**config.mk**
```make
export PLATFORM = sky130hd
export DESIGN_NAME = hamSecdedCodec
export DESIGN_NICKNAME = d
export VERILOG_FILES = /design/src/rtl/hamPkg.sv /design/src/rtl/hamEncoder.sv /design/src/rtl/hamDecodePath.sv /design/src/rtl/hamDecodeCtrl.sv /design/src/rtl/hamSecdedCodec.sv
export SDC_FILE = /design/constraint.sdc
export NUM_CORES = 1
export LEC_CHECK = 0
export ABC_AREA = 1
export BUFFER_PORTS_ARGS = -buffer_cell sky130_fd_sc_hd__buf_2
export CELL_PAD_IN_SITES_DETAIL_PLACEMENT = 1
export CELL_PAD_IN_SITES_GLOBAL_PLACEMENT = 1
export CORE_MARGIN = 10
export CORE_UTILIZATION = 32
export DETAILED_ROUTE_END_ITERATION = 16
export PLACE_DENSITY = 0.95
export SYNTH_ARGS = -nofsm -noshare
export SYNTH_HDL_FRONTEND = slang
export SYNTH_SLANG_ARGS = --single-unit
```
**constraint.sdc**
```tcl
create_clock -name vclk -period 2.1
set_input_delay 0.21 -clock vclk [all_inputs]
set_output_delay 0.21 -clock vclk [all_outputs]
set_load 0.005 [all_outputs]
```
**src/rtl/hamPkg.sv**
```systemverilog
package hamPkg;

  // Smallest check-bit count covering m information bits plus itself and the no-error case
  function automatic int checkBits(input int m);
    int k;
    k = 0;
    while ((1 << k) < (m + k + 1)) k++;
    return k;
  endfunction

  function automatic bit isPow2(input int p);
    return (p > 0) && ((p & (p - 1)) == 0);
  endfunction

  // Strobes from the decode control to the decode datapath
  typedef struct packed {
    logic flipEn;    // flip the position named by the syndrome
    logic markCorr;  // single error handled
    logic markDbl;   // uncorrectable
  } fixStrobe_t;

endpackage

```
**src/rtl/hamEncoder.sv**
```systemverilog
module hamEncoder #(
  parameter int INFO_W = 4,
  parameter bit EVEN_PARITY_SRC = 1'b0,
  localparam int K = hamPkg::checkBits(INFO_W),
  localparam int N = INFO_W + K
) (
  input  logic [INFO_W-1:0] infoIn,
  output logic [N:0]        codeOut
);

  logic [N:0] secWord;

  always_comb begin
    int j;
    secWord = '0;
    j = 0;
    for (int p = 1; p <= N; p++) begin
      if (!hamPkg::isPow2(p)) begin
        secWord[p] = infoIn[j];
        j++;
      end
    end
    for (int i = 0; i < K; i++) begin
      logic par;
      par = 1'b0;
      for (int p = 1; p <= N; p++) begin
        if (((p >> i) & 1) == 1) par ^= secWord[p];
      end
      secWord[1 << i] = par;
    end
  end

  logic overallBit;

  generate
    if (EVEN_PARITY_SRC) begin : gEvenSrc
      // Odd positions already XOR to zero through the lowest check bit
      always_comb begin
        overallBit = 1'b0;
        for (int p = 2; p <= N; p += 2) overallBit ^= secWord[p];
      end
    end else begin : gFullSrc
      always_comb overallBit = ^secWord[N:1];
    end
  endgenerate

  always_comb begin
    codeOut    = secWord;
    codeOut[0] = overallBit;
  end


  always_comb begin
    enc_parity_chk: assert ((^codeOut) == 1'b0)
      else $error("encoded word has odd overall parity");
  end

endmodule

```
**src/rtl/hamDecodePath.sv**
```systemverilog
module hamDecodePath #(
  parameter int INFO_W = 4,
  parameter bit EVEN_PARITY_SRC = 1'b0,
  localparam int K = hamPkg::checkBits(INFO_W),
  localparam int N = INFO_W + K
) (
  input  logic [N:0]          codeIn,
  input  hamPkg::fixStrobe_t  strobe,
  output logic [K-1:0]        syn,
  output logic                ovOdd,
  output logic [INFO_W-1:0]   infoOut
);

  always_comb begin
    syn = '0;
    for (int i = 0; i < K; i++) begin
      for (int p = 1; p <= N; p++) begin
        if (((p >> i) & 1) == 1) syn[i] ^= codeIn[p];
      end
    end
  end

  generate
    if (EVEN_PARITY_SRC) begin : gEvenChk
      always_comb begin
        ovOdd = codeIn[0] ^ syn[0];
        for (int p = 2; p <= N; p += 2) ovOdd ^= codeIn[p];
      end
    end else begin : gFullChk
      always_comb ovOdd = ^codeIn;
    end
  endgenerate

  logic [N:0] fixedWord;

  always_comb begin
    fixedWord = codeIn;
    for (int p = 1; p <= N; p++) begin
      if (strobe.flipEn && (int'(syn) == p)) fixedWord[p] = ~codeIn[p];
    end
  end

  always_comb begin
    int j;
    infoOut = '0;
    j = 0;
    for (int p = 1; p <= N; p++) begin
      if (!hamPkg::isPow2(p)) begin
        infoOut[j] = fixedWord[p];
        j++;
      end
    end
  end


  always_comb begin
    single_flip_chk: assert ($countones(fixedWord ^ codeIn) <= 1)
      else $error("decoder altered more than one bit");
  end

endmodule

```
**src/rtl/hamDecodeCtrl.sv**
```systemverilog
module hamDecodeCtrl #(
  parameter int INFO_W = 4,
  localparam int K = hamPkg::checkBits(INFO_W),
  localparam int N = INFO_W + K
) (
  input  logic [K-1:0]        syn,
  input  logic                ovOdd,
  output hamPkg::fixStrobe_t  strobe
);

  logic inRange;

  always_comb begin
    inRange         = int'(syn) <= N;
    strobe.markCorr = ovOdd && inRange;
    strobe.flipEn   = ovOdd && inRange && (syn != '0);
    strobe.markDbl  = !(ovOdd && inRange) && (ovOdd || (syn != '0));
  end


  always_comb begin
    dbl_no_flip_chk: assert (!(strobe.markDbl && strobe.flipEn))
      else $error("correction attempted on double error");
  end


  always_comb begin
    corr_needs_odd_chk: assert (!strobe.flipEn || ovOdd)
      else $error("correction with even overall parity");
  end

endmodule

```
**src/rtl/hamSecdedCodec.sv**
```systemverilog
module hamSecdedCodec #(
  parameter int INFO_W = 4,
  parameter bit EVEN_PARITY_SRC = 1'b0,
  localparam int K = hamPkg::checkBits(INFO_W),
  localparam int N = INFO_W + K
) (
  input  logic [INFO_W-1:0] infoIn,
  output logic [N:0]        codeOut,
  input  logic [N:0]        codeIn,
  output logic [INFO_W-1:0] infoOut,
  output logic [1:0]        status,
  output logic [K-1:0]      syndrome
);

  hamPkg::fixStrobe_t fixStrobe;
  logic               ovOdd;

  hamEncoder #(.INFO_W(INFO_W), .EVEN_PARITY_SRC(EVEN_PARITY_SRC)) encU (
    .infoIn (infoIn),
    .codeOut(codeOut)
  );

  hamDecodePath #(.INFO_W(INFO_W), .EVEN_PARITY_SRC(EVEN_PARITY_SRC)) pathU (
    .codeIn (codeIn),
    .strobe (fixStrobe),
    .syn    (syndrome),
    .ovOdd  (ovOdd),
    .infoOut(infoOut)
  );

  hamDecodeCtrl #(.INFO_W(INFO_W)) ctrlU (
    .syn   (syndrome),
    .ovOdd (ovOdd),
    .strobe(fixStrobe)
  );

  assign status = {fixStrobe.markDbl, fixStrobe.markCorr};


  always_comb begin
    status_legal_chk: assert (status != 2'b11)
      else $error("illegal status code");
  end

endmodule

```
==> metrics.cfg <==
[outcome]
outcome=complete, no violations

[grt]
grt_pass1_wl_um=2930
grt_usage_pct=9.73
grt_max_degree=8
antenna_found_initial=0
groute.layer.met3.usage_pct=2.92
top_usage_layer=met2
met1_usage_pct=8.43
grt_pass1_vias=707
grtUsageMet2_pct=21.6
overflow=0

[finish]
n_sequential_cell=0
syn2layout_area_growth_pct=23.0
drive_above_1_share_pct=48.3
clock_buffers=0
n_antenna_cell=0
final_area_um2=642
nets=134
ff_latch_area_um2=0

[pwr]
p_leak_nw=0.411
power_w=0.000195
powerDensity_nw_per_um2=305
vdd_drop_max_mv=0.117

[timing]
slew_headroom_pct=80.8
worst-slew-pin-transition_ns=0.286
setup_violations=0
final-hold-violation-count=0
rsz0062_at_grt=false
period_share_pct=67.7
setup_tns_ns=0
slew_viol_final=0
layout_min_cycle_time_ns=1.42
fmax_mhz=703

[floorplan]
core-area_um2=1520
rows=14
num_io_pins=29
fp.dieW_um=60.4
dieArea_um2=3650
die_h_um=60.4
initial_core_util_pct=34.2

[worst_setup_path]
critPathMaxFanout=6
endpoint_kind=output pin
required_ns=1.89
worstPathArrival_ns=1.21
worst-setup-path-type=input port to output pin
worst_setup_path_start_kind=input port

[placed_design]
dp_hpwl_um=1590
placed_area_um2=642
port_buffers=29
gp_congestion=0.733

[detailed_routing]
drt-total-wl_um=1670
wl_per_cell_um=12.3
initialDrtViolationCount=6
vias=641
ant_nets=0
drtPass1Iterations=2
drt_drc_violations_left=0
vias_per_cell=4.71

[logic_synthesis]
ys_warn_count=0
yosysSeqAreaShare_pct=0
syn_nets=109
synth_cell_types=16
synthCells=97
synth.avg_cell_area_um2=5.38
syn-cell-area_um2=522

[clock_network]
postCtsSetupRepairBufs=0
postCtsResizedCells=0
cts_hold_buf=0

[flow_run]
cap_violations=0

[hold_path]
min_path_type=input port to output pin

-- placed cells by master, fill, tap and decap left out --
master / netlist / routed
nand2_4: 5 / 5
nand3_1: 3 / 3
buf_2: 0 / 29
xnor2_1: 4 / 4
nor3_1: 1 / 1
nor2_2: 2 / 2
nand2_1: 36 / 36
inv_1: 11 / 11
a21oi_2: 1 / 1
inv_2: 6 / 6
nor2_8: 1 / 1
nor2_1: 3 / 3
o21ai_1: 1 / 1
clkinv_1: 1 / 1
nand2_2: 14 / 14
xor2_1: 2 / 2
-- logic make-up (layout without fill, tap and decap cells) --
kind of cell           count (synthesis)  after routing  share of synthesized area [%]
XOR/XNOR                               6              6                           10.1
buffers and inverters                 24             47                           21.6
AND/OR/NAND/NOR                       65             65                           65.7
AO/OA/AOI/OAI                          2              2                           2.64
-- layout make-up --
type | instances | area (µm²)
fillers | 229 | 882
well taps | 16 | 20.0
repair buffers | 29 | 145
inverters | 18 | 67.6
multi-input cells | 73 | 409
-- per-layer routing --
layer	wire [µm]	share of wire (%)
met1	554	33
met2	987	59
met3	132	7.9
met4	0	0
met5	0	0
-- Yosys cell counts (all sizes together) --
cell type | number | share of area, %
a21oi | 1 | 1.7
buf | 6 | 8.6
clkinv | 1 | 0.72
inv | 17 | 12
nand2 | 55 | 53
nand3 | 3 | 2.9
nor2 | 6 | 8.4
nor3 | 1 | 0.96
o21ai | 1 | 0.96
xnor2 | 4 | 6.7
xor2 | 2 | 3.4
-- worst max-delay path: stages --
cell,delay (ns)
buf_2,0.14
inv_2,0.07
nand2_1,0.05
nand2_1,0.12
nand2_2,0.08
nand2_4,0.11
nand2_2,0.09
o21ai_1,0.15
nand2_1,0.06
buf_2,0.12
-- final timing paths --
path / startpoint / end / slack (ns) / depth (start not counted)
hold / removal: infoIn[0] / codeOut[3] / 0.64 / 2
setup / recovery: codeIn[3] / infoOut[0] / 0.68 / 10
-- power breakdown --
| group | total, W | switching (W) | internal, W |
|---|---|---|---|
| sequential | 0 | 0 | 0 |
| combinational | 0.000195 | 0.000117 | 0.0000785 |
| clock | 0 | 0 | 0 |
| total | 0.000195 | 0.000117 | 0.0000785 |
-- per-stage QoR --
step           worst slack, ns  hold WS (ns)  cells  utilization [%]
2_1_floorplan             1.04         0.501     97                -
3_3_place_gp             0.705         0.644    136             42.1
3_5_place_dp             0.657         0.647    136             42.1
4_1_cts                  0.657         0.648    136             42.1
5_1_grt                  0.548         0.666    136             42.1
6_report                 0.677         0.644    136             42.1
No activity file was read; power rests on OpenSTA's default activity.
